**config.mk**
```make
export PLATFORM = sky130hd
export DESIGN_NAME = wdog_timer
export DESIGN_NICKNAME = d
export VERILOG_FILES = /design/src/rtl/wdog_pkg.sv /design/src/rtl/wdog_edge_sync.sv /design/src/rtl/wdog_prescaler.sv /design/src/rtl/wdog_count_cmp.sv /design/src/rtl/wdog_timer.sv
export SDC_FILE = /design/constraint.sdc
export NUM_CORES = 1
export LEC_CHECK = 0
export CAP_MARGIN = 5
export CORE_MARGIN = 2
export CORE_UTILIZATION = 51
export CTS_CLUSTER_SIZE = 28
export DETAILED_ROUTE_END_ITERATION = 10
export HOLD_SLACK_MARGIN = 0.03
export PLACE_DENSITY_LB_ADDON = 0.15
export SLEW_MARGIN = 25
export SYNTH_ARGS = -nofsm -noshare
export SYNTH_HDL_FRONTEND = slang
export SYNTH_HIERARCHICAL = 1
export SYNTH_SLANG_ARGS = --single-unit
```
**constraint.sdc**
```tcl
create_clock -name clk -period 3 [get_ports clk]
set_clock_uncertainty 0.05 [all_clocks]
set_input_delay 0.75 -clock clk [delete_from_list [all_inputs] [get_ports clk]]
set_output_delay 0.75 -clock clk [all_outputs]
set_load 0.02 [all_outputs]
```
**src/rtl/wdog_pkg.sv**
```systemverilog
package wdog_pkg;
    localparam int unsigned WD_CNT_W    = 16;
    localparam int unsigned WD_SRC_N    = 3;
    localparam int unsigned WD_CODE_W   = 3;
    localparam int unsigned WD_MAX_CODE = 5;

    typedef enum logic [1:0] {
        WREG_CMP = 2'd0,
        WREG_EN  = 2'd1,
        WREG_CNT = 2'd2,
        WREG_CTL = 2'd3
    } wreg_e;
endpackage

```
**src/rtl/wdog_edge_sync.sv**
```systemverilog
module wdog_edge_sync #(
    parameter int unsigned N = 3
) (
    input  logic         clk,
    input  logic         rst_n,
    input  logic [N-1:0] src_i,
    output logic [N-1:0] rise_o
);
    typedef struct packed {
        logic [N-1:0] s1;
        logic [N-1:0] s2;
        logic [N-1:0] s3;
    } sync_t;

    sync_t sync_d, sync_q;

    always_comb begin
        sync_d    = sync_q;
        sync_d.s1 = src_i;
        sync_d.s2 = sync_q.s1;
        sync_d.s3 = sync_q.s2;
    end

    always_ff @(posedge clk or negedge rst_n) begin
        if (!rst_n) sync_q <= '0;
        else        sync_q <= sync_d;
    end

    for (genvar g = 0; g < N; g++) begin : g_rise
        assign rise_o[g] = sync_q.s2[g] & ~sync_q.s3[g];

        AST_RISE_SINGLE: assert property (@(posedge clk) disable iff (!rst_n)
            rise_o[g] |=> !rise_o[g]);
    end
endmodule

```
**src/rtl/wdog_prescaler.sv**
```systemverilog
module wdog_prescaler #(
    parameter int unsigned CODE_W   = 3,
    parameter int unsigned MAX_CODE = 5
) (
    input  logic              clk,
    input  logic              rst_n,
    input  logic              run_i,
    input  logic              clr_i,
    input  logic [CODE_W-1:0] code_i,
    input  logic              edge_i,
    output logic              tick_o
);
    localparam int unsigned DIV_W = 2 * MAX_CODE;

    function automatic logic [DIV_W-1:0] limit_of(input logic [CODE_W-1:0] code);
        logic [DIV_W-1:0] lim;
        int               c;
        c   = (int'(code) > int'(MAX_CODE)) ? int'(MAX_CODE) : int'(code);
        lim = '0;
        for (int i = 0; i < int'(DIV_W); i++) begin
            if (i < 2 * c) lim[i] = 1'b1;
        end
        return lim;
    endfunction

    typedef struct packed {
        logic [DIV_W-1:0] div;
    } ps_t;

    ps_t              ps_d, ps_q;
    logic [DIV_W-1:0] lim;
    logic             at_lim;

    always_comb begin
        lim    = limit_of(code_i);
        at_lim = (ps_q.div == lim);
        tick_o = run_i && edge_i && at_lim;
        ps_d   = ps_q;
        if (clr_i || !run_i) begin
            ps_d.div = '0;
        end else if (edge_i) begin
            ps_d.div = at_lim ? '0 : ps_q.div + 1'b1;
        end
    end

    always_ff @(posedge clk or negedge rst_n) begin
        if (!rst_n) ps_q <= '0;
        else        ps_q <= ps_d;
    end

    AST_CLR_PHASE: assert property (@(posedge clk) disable iff (!rst_n)
        clr_i |=> (ps_q.div == '0));
    AST_TICK_WRAP: assert property (@(posedge clk) disable iff (!rst_n)
        tick_o |=> (ps_q.div == '0));
endmodule

```
**src/rtl/wdog_count_cmp.sv**
```systemverilog
module wdog_count_cmp #(
    parameter int unsigned W = 16
) (
    input  logic         clk,
    input  logic         rst_n,
    input  logic         en_i,
    input  logic         tick_i,
    input  logic [W-1:0] cmp_i,
    input  logic         ld_i,
    input  logic [W-1:0] ld_val_i,
    output logic [W-1:0] cnt_o,
    output logic         req_o
);
    typedef struct packed {
        logic [W-1:0] cnt;
        logic         fired;
        logic         req;
    } cc_t;

    cc_t cc_d, cc_q;

    always_comb begin
        cc_d     = cc_q;
        cc_d.req = 1'b0;
        if (!en_i) cc_d.fired = 1'b0;
        if (ld_i) begin
            cc_d.cnt   = ld_val_i;
            cc_d.fired = 1'b0;
        end else if (tick_i && !cc_q.fired) begin
            if (cc_q.cnt == cmp_i) begin
                cc_d.fired = 1'b1;
                cc_d.req   = 1'b1;
            end else begin
                cc_d.cnt = cc_q.cnt + 1'b1;
            end
        end
    end

    always_ff @(posedge clk or negedge rst_n) begin
        if (!rst_n) cc_q <= '0;
        else        cc_q <= cc_d;
    end

    assign cnt_o = cc_q.cnt;
    assign req_o = cc_q.req;

    AST_REQ_ONE_CYCLE: assert property (@(posedge clk) disable iff (!rst_n)
        req_o |=> !req_o);
    AST_HOLD_FIRED: assert property (@(posedge clk) disable iff (!rst_n)
        (cc_q.fired && en_i && !ld_i) |=> $stable(cnt_o));
    AST_IDLE_HOLD: assert property (@(posedge clk) disable iff (!rst_n)
        (!en_i && !ld_i) |=> $stable(cnt_o));
    AST_LOAD_WINS: assert property (@(posedge clk) disable iff (!rst_n)
        ld_i |=> (cnt_o == $past(ld_val_i)));
endmodule

```
**src/rtl/wdog_timer.sv**
```systemverilog
module wdog_timer
    import wdog_pkg::*;
#(
    parameter int unsigned CNT_W    = WD_CNT_W,
    parameter int unsigned SRC_N    = WD_SRC_N,
    parameter int unsigned CODE_W   = WD_CODE_W,
    parameter int unsigned MAX_CODE = WD_MAX_CODE
) (
    input  logic             clk,
    input  logic             rst_n,
    input  logic             bus_sel,
    input  logic             bus_we,
    input  logic [3:0]       bus_addr,
    input  logic [CNT_W-1:0] bus_wdata,
    output logic [CNT_W-1:0] bus_rdata,
    input  logic             src_periph,
    input  logic             src_rtc,
    input  logic             src_ext,
    output logic             reset_req
);
    localparam int unsigned CTL_W = SRC_N + CODE_W;

    typedef struct packed {
        logic [CNT_W-1:0] cmp;
        logic             en;
        logic [CTL_W-1:0] ctl;
    } regs_t;

    regs_t            rg_d, rg_q;
    logic             wr_hit;
    wreg_e            reg_idx;
    logic             cnt_wr, ctl_wr;
    logic [SRC_N-1:0] src_vec, rise, src_sel;
    logic             src_ok, src_edge, tick;
    logic [CNT_W-1:0] cnt;

    assign src_vec = {src_ext, src_rtc, src_periph};
    assign src_sel = rg_q.ctl[SRC_N-1:0];

    always_comb begin
        wr_hit  = bus_sel && bus_we && (bus_addr[1:0] == 2'b00);
        reg_idx = wreg_e'(bus_addr[3:2]);
        cnt_wr  = wr_hit && (reg_idx == WREG_CNT);
        ctl_wr  = wr_hit && (reg_idx == WREG_CTL);
        rg_d    = rg_q;
        if (wr_hit) begin
            case (reg_idx)
                WREG_CMP: rg_d.cmp = bus_wdata;
                WREG_EN:  rg_d.en  = bus_wdata[0];
                WREG_CTL: rg_d.ctl = bus_wdata[CTL_W-1:0];
                default:  rg_d     = rg_q;
            endcase
        end
    end

    always_ff @(posedge clk or negedge rst_n) begin
        if (!rst_n) rg_q <= '0;
        else        rg_q <= rg_d;
    end

    always_comb begin
        src_ok   = ($countones(src_sel) == 1);
        src_edge = src_ok && ((src_sel & rise) != '0);
    end

    always_comb begin
        case (reg_idx)
            WREG_CMP: bus_rdata = rg_q.cmp;
            WREG_EN:  bus_rdata = {{(CNT_W-1){1'b0}}, rg_q.en};
            WREG_CNT: bus_rdata = cnt;
            default:  bus_rdata = {{(CNT_W-CTL_W){1'b0}}, rg_q.ctl};
        endcase
    end

    wdog_edge_sync #(.N(SRC_N)) u_sync (
        .clk    (clk),
        .rst_n  (rst_n),
        .src_i  (src_vec),
        .rise_o (rise)
    );

    wdog_prescaler #(.CODE_W(CODE_W), .MAX_CODE(MAX_CODE)) u_ps (
        .clk    (clk),
        .rst_n  (rst_n),
        .run_i  (rg_q.en),
        .clr_i  (ctl_wr),
        .code_i (rg_q.ctl[CTL_W-1:SRC_N]),
        .edge_i (src_edge),
        .tick_o (tick)
    );

    wdog_count_cmp #(.W(CNT_W)) u_cc (
        .clk      (clk),
        .rst_n    (rst_n),
        .en_i     (rg_q.en),
        .tick_i   (tick),
        .cmp_i    (rg_q.cmp),
        .ld_i     (cnt_wr),
        .ld_val_i (bus_wdata),
        .cnt_o    (cnt),
        .req_o    (reset_req)
    );

    AST_BAD_SRC_STILL: assert property (@(posedge clk) disable iff (!rst_n)
        (!$onehot(src_sel) && !cnt_wr) |=> $stable(cnt));
    AST_REQ_NEEDS_EN: assert property (@(posedge clk) disable iff (!rst_n)
        (!rg_q.en) |=> !reset_req);
endmodule

```
Word-level counts from Yosys, hierarchy flattened

Index checks and enable logic that the tools add are counted.

Flip-flop bits (word level): 60
Output and inout bits: 17
Bits of input ports: 27
Word-level logic and storage cells: 80

Bitwise gates (word level): 7
$lt $le $gt $ge: 11
Multiplexer cells: 21
Add/subtract/negate cells: 4
Reductions and logical operators: 20
Equal/unequal tests: 7

Operators by type and width:

| kind                                                                          | count |
|---|---|
| 4-bit by 32-bit less-than comparator with 1-bit output (first input constant) | 4 |
| 3-bit by 32-bit less-than comparator with 1-bit output (first input constant) | 2 |
| 5-bit by 32-bit less-than comparator with 1-bit output (first input constant) | 2 |
| 16-bit case mux with 3 select lines                                           | 1 |
| 1-bit by 32-bit less-than comparator with 1-bit output (first input constant) | 1 |
| 2-bit by 32-bit less-than comparator with 1-bit output (first input constant) | 1 |
| 10-bit 2-to-1 mux                                                             | 3 |
| 18-bit 2-to-1 mux                                                             | 1 |
| 17-bit 2-to-1 mux                                                             | 1 |
| 16-bit by 1-bit adder with 16-bit output (second input constant)              | 1 |
| 16-bit == test                                                                | 1 |
| 16-bit 2-to-1 mux                                                             | 1 |
| 1-bit 2-to-1 mux                                                              | 12 |
| 10-bit by 1-bit adder with 10-bit output (second input constant)              | 1 |
| 10-bit == test                                                                | 1 |
| 1-bit logical AND                                                             | 8 |
| 2-bit AND reduction                                                           | 4 |
| 2-bit == test (second input constant)                                         | 2 |
| 2-bit logical NOT                                                             | 2 |
| 2-bit nonzero test                                                            | 2 |
| 2-bit by 1-bit adder with 3-bit output                                        | 1 |
| 1-bit AND                                                                     | 3 |
| 3-bit AND                                                                     | 1 |
| 3-bit by 1-bit == test with 1-bit output (second input constant)              | 1 |
| 10 further kinds                                                              | 13 |

Longest topological paths before layout

Depth after elaboration: 10
Depth in mapped cells: 11
Depth with buffers taken out: 9

Cells and area by module

The synthesis kept the hierarchy.

Modules (own cells, without submodules):

| module         | cells an instance | area an instance (um^2) | sequential area each (um^2) | times used |
|---|---|---|---|---|
| wdog_count_cmp | 158               | 1,448.9                 | 450.4                       | 1 |
| wdog_timer     | 98                | 1,270.0                 | 575.6                       | 1 |
| wdog_prescaler | 84                | 743.2                   | 250.2                       | 1 |
| wdog_edge_sync | 12                | 266.5                   | 225.2                       | 1 |

Worst setup path before layout

OpenSTA, ideal clock, no wires.

Path kind: register to register
From: register rg_q[0] in the netlist's numbering
To: register u_cc.cc_q, in the netlist u_cc/cnt_o[15]
Clock period less this slack: 3.124 ns
Cell stages (with the launch flop): 11
Slack: -0.124 ns
Path buffers: 2
Data arrival time: 2.992 ns
Required time: 2.868 ns
Cells stage by stage: dfrtp_1 fa_1 nor3b_1 buf_4 and4_1 nor2b_1 buf_4 nand4_2 or3_1 or3_1 a31oi_1

Word-level cells in the longest chain between the ends: 9

Ends and longest elaborated chain:

| what                                                         | RTL line             | RTL |
|---|---|---|
| from (decl)                                                  | wdog_timer.sv:29     | `regs_t rg_d, rg_q;` |
| from (signal assigned)                                       | wdog_timer.sv:58     | `else rg_q <= rg_d;` |
| 1-bit by 1-bit adder with 2-bit output (not written as such) | wdog_timer.sv:62     | `src_ok = ($countones(src_sel) == 1);` |
| 2-bit by 1-bit adder with 3-bit output (not written as such) | wdog_timer.sv:62     |  |
| 3-bit by 1-bit == test with 1-bit output                     | wdog_timer.sv:62     |  |
| 1-bit logical AND *                                          | wdog_timer.sv:63     | `src_edge = src_ok && ((src_sel & rise) != '0);` |
| via src_edge                                                 | wdog_timer.sv:34     | `logic src_ok, src_edge, tick;` |
| 1-bit logical AND * (2 in series)                            | wdog_prescaler.sv:37 | `tick_o = run_i && edge_i && at_lim;` |
| via tick                                                     | wdog_timer.sv:34     |  |
| 1-bit logical AND *                                          | wdog_count_cmp.sv:29 | `end else if (tick_i && !cc_q.fired) begin` |
| 2-bit nonzero test (no source line) *                        | -                    |  |
| 2-bit AND reduction (no source line) *                       | -                    |  |
| to (signal assigned)                                         | wdog_count_cmp.sv:40 | `if (!rst_n) cc_q <= '0;` |
| to (signal assigned)                                         | wdog_count_cmp.sv:41 | `else cc_q <= cc_d;` |
| to (decl)                                                    | wdog_count_cmp.sv:20 | `cc_t cc_d, cc_q;` |

Mark *: on every way through the listed nets, which the timed path passes. The rest lies on a longest branch.
A chain may end at the register's enable or synchronous reset.

Worst setup path in the final report

From: input bus_addr[2]
To: output bus_rdata[0]

Word-level cells in the longest chain between the ends: 2

Ends and longest elaborated chain:

| what                                        | RTL line         | RTL |
|---|---|---|
| from (decl)                                 | wdog_timer.sv:13 | `input logic [3:0] bus_addr,` |
| 2-bit == test, or another cell as far along | wdog_timer.sv:67 | `case (reg_idx)` |
| 16-bit case mux with 3 select lines *       | wdog_timer.sv:67 |  |
| to (decl)                                   | wdog_timer.sv:15 | `output logic [CNT_W-1:0] bus_rdata,` |

Mark *: on every way between the ends. The rest lies on a longest branch, timed or not.

==> impl_metrics.py <==
metrics = {
    "run_status": {
        "status": "finished, final reports clean",
    },
    "logic_synthesis": {
        "postSynthCellCount": 352,
        "synth_edf_count": 0,
        "async_reset_ff_share_pct": 100,
        "yosysWarnings": 6,
        "synth_top_flop_cell": "dfrtp_1",
        "seq_area_frac_synth_pct": 40.3,
        "syn_nets": 382,
        "synth-seq-cells": 60,
        "synthDistinctLibCells": 62,
        "synth_area_um2": 3730,
        "avgSynthCellArea_um2": 10.6,
    },
    "final_layout": {
        "num_antenna_cells": 0,
        "final_util_pct": 61.4,
        "fillCellCount": 595,
        "stdcell_count": 500,
        "drive_gt1_share_pct": 23.4,
        "multi_input_area_um2": 1980,
        "final-seq-area_um2": 1500,
        "final_nets": 426,
        "syn_to_final_growth_pct": 18.2,
    },
    "power": {
        "total_power_mw": 2.51,
        "power.density_nw_per_um2": 570,
        "leakage_nw": 1.89,
        "ir_worst_vdd_mv": 0.283,
    },
    "global_routing": {
        "antenna_found_initial": 0,
        "grt_max_degree": 61,
        "gr-usage-all-layers_pct": 22.9,
        "grt_first_pass_wirelength_mm": 13.7,
        "grt_pass1_vias": 2732,
        "grt_overflow_total": 0,
    },
    "drt": {
        "ant_nets": 0,
        "vias_per_cell": 5.78,
        "wl_mm": 8.76,
        "first_pass_iters": 5,
        "detail_route.wl_per_cell_um": 17.5,
        "drc": 0,
        "num_vias": 2888,
        "drt_iter0_drc": 136,
    },
    "sta": {
        "fmax_ghz": 0.340,
        "tightest_slew_ps": 781,
        "final-setup-viol-count": 0,
        "fin_crit_ps": 2950,
        "fin_crit_sh_pct": 98.2,
        "setup_ws_ps": 55.0,
        "finalHoldWorstSlack_ps": 303,
        "rsz0062_at_grt": "true",
        "slew_viol_final": 0,
        "hold_viol": 0,
        "slew_headroom_pct": 48.0,
    },
    "floorplanning": {
        "ios": 44,
        "initial_core_util_pct": 52.0,
        "fp-row-count": 31,
        "core_area_um2": 7180,
        "die_w_um": 89.5,
        "die_h_um": 89.5,
        "die_area_um2": 8010,
    },
    "critical_path": {
        "startpoint_type": "input port",
        "end_kind": "output pin",
        "cpMaxStageDelayCell": "clkdlybuf4s50_1",
        "worstPathRequired_ps": 2200,
        "slowest_delay_ps": 540,
        "crit_type": "in -> out",
        "crit_arrival_ps": 2150,
        "cp_cell_sequence": "clkdlybuf4s50_1, mux4_2, dlygate4sd2_1",
        "cp_max_fo": 4,
    },
    "min_path": {
        "min_path_type": "reg -> reg",
    },
    "clocking": {
        "cts.clk_slew.worst_paths_ps": 70,
        "cts_hold_buf": 0,
        "cts-root-buf": "clkbuf_8",
        "cts.htree.levels": 3,
        "ctsLongestPathBuffers": 2,
        "numClockSinks": 60,
        "cts_tree": "yes",
        "numCtsBuffers": 9,
        "clock_latency_ps": 350,
    },
    "place": {
        "gp_congestion": 0.856,
        "port_buffers": 43,
        "dp_slack_ps": -249,
        "hpwl_mm": 6.05,
        "place_inst": 483,
    },
    "job": {
        "cap_violations": 0,
    },
}
## per-layer routing
| metal | track usage [%] | share of wire (%) | up-vias |
|---|---|---|---|
| li1 | - | - | 1374 |
| met1 | 31.5 | 48 | 1424 |
| met2 | 36.0 | 46 | 76 |
| met3 | 4.52 | 3.8 | 14 |
| met4 | 8.55 | 1.5 | 0 |
| met5 | 0 | 0 | - |
## cell usage in the layout (no fill, tap or decap), types with 2 or more instances in the layout
cell type / synthesis / layout
xnor2_1: 14 / 14
xnor2_2: 2 / 2
clkbuf_8: 0 / 9
dlygate4sd2_1: 0 / 16
buf_4: 20 / 25
or4_1: 11 / 11
or3_1: 7 / 5
mux2_2: 13 / 13
nor3_1: 2 / 2
ha_1: 2 / 2
and3_1: 5 / 5
nor2_1: 36 / 36
o211ai_1: 6 / 6
xor2_1: 4 / 4
clkdlybuf4s50_1: 0 / 26
and4_4: 1 / 2
nand2b_1: 3 / 3
mux2i_1: 15 / 15
o21ai_1: 4 / 4
nand4_1: 10 / 10
or3_4: 0 / 2
o21ai_0: 9 / 9
clkinvlp_4: 0 / 4
o311ai_1: 2 / 2
nand2_1: 21 / 20
dfrtp_1: 60 / 60
mux2_4: 10 / 10
o31ai_1: 7 / 7
nor2b_4: 3 / 4
and2_1: 2 / 2
a31oi_1: 12 / 12
nand3_1: 12 / 12
a21oi_1: 8 / 7
nor3b_1: 4 / 3
## state kept, by name (all words and copies together) (netlist names)
signal	count
rg_q	23
u_cc/cc_q	1
u_cc/cnt_o	16
u_cc/req_o	1
u_ps/ps_q	10
u_sync/sync_d	6
u_sync/sync_q	3
## final timing paths
kind / cells past startpoint / slack (ps) / from / to
min reg2reg: 0 / 300 / u_sync/sync_d[5]$_DFF_PN0_ / u_sync/sync_d[2]$_DFF_PN0_
min in group asynchronous: 2 / 520 / rst_n / u_cc/cnt_o[15]$_DFFE_PN0P_
max reg2reg: 10 / 100 / rg_q[5]$_DFFE_PN0P_ / u_cc/cnt_o[12]$_DFFE_PN0P_
min: 0 / 300 / u_sync/sync_d[5]$_DFF_PN0_ / u_sync/sync_d[2]$_DFF_PN0_
max: 3 / 50 / bus_addr[2] / bus_rdata[0]
max in group asynchronous: 2 / 1870 / rst_n / u_sync/sync_q[1]$_DFF_PN0_
## Yosys cell counts (all sizes together), types with 4 or more instances
library cell | n | area (um2)
dfrtp | 60 | 1500
nor2 | 36 | 135
buf | 32 | 279
mux2 | 23 | 297
nand2 | 21 | 78.8
mux2i | 16 | 164
xnor2 | 16 | 155
nand3 | 13 | 77.6
o21ai | 13 | 65.1
a31oi | 12 | 75.1
nand4 | 12 | 87.6
or4 | 12 | 93.8
a21oi | 8 | 40.0
o31ai | 7 | 52.6
or3 | 7 | 43.8
o211ai | 6 | 45.0
and3 | 5 | 31.3
clkbuf | 5 | 18.8
nor3b | 5 | 48.8
nand2b | 4 | 32.5
nor2b | 4 | 47.6
xor2 | 4 | 35.0
## cells by family (layout without fill, tap and decap cells)
kind of cell,after synthesis,in the layout,synth area share (%)
AO/OA/AOI/OAI,59,59,10.7
XOR/XNOR,20,20,5.10
adder cells (fa/ha/maj),3,3,1.21
buffers and inverters,38,87,8.09
flip-flops,60,60,40.3
multiplexers,40,40,13.0
AND/OR/NAND/NOR,132,132,21.7
## cell type report
class                           instances  share of cell area [%]
Clock buffer                            9                    2.81
Clock inverter                          7                    1.19
Inverter                                1                  0.0852
Multi-Input combinational cell        254                    44.8
Sequential cell                        60                    34.1
Tap cell                               99                    2.81
Timing Repair Buffer                   70                    14.2
## power by group
part	internal (mW)	switching, mW	total (mW)
clock	0.301	0.356	0.657
combinational	0.378	0.360	0.738
sequential	0.927	0.189	1.12
## critical path, delay by kind of cell
| kind | cells | cell delay [ps] |
|---|---|---|
| multiplexers | 1 | 510 |
| buffers and inverters | 2 | 880 |
## repair_timing
item | CTS | global route
hold endpoints to repair | 0 | 0
setup endpoints to repair | 16 | 9
buffers inserted | 0 | 1
resized for setup | 16 | 11
pin swaps | 0 | 4
## per-stage QoR
| stage | setup TNS (ps) | area (um2) |
|---|---|---|
| 6_report | 0 | 4410 |
| 5_1_grt | -6.16 | 4410 |
| 4_1_cts | 0 | 4350 |
| 2_1_floorplan | 0 | 3730 |
| 3_3_place_gp | -1520 | 4190 |
| 3_5_place_dp | -1880 | 4190 |
No activity file was read; power rests on OpenSTA's default activity.
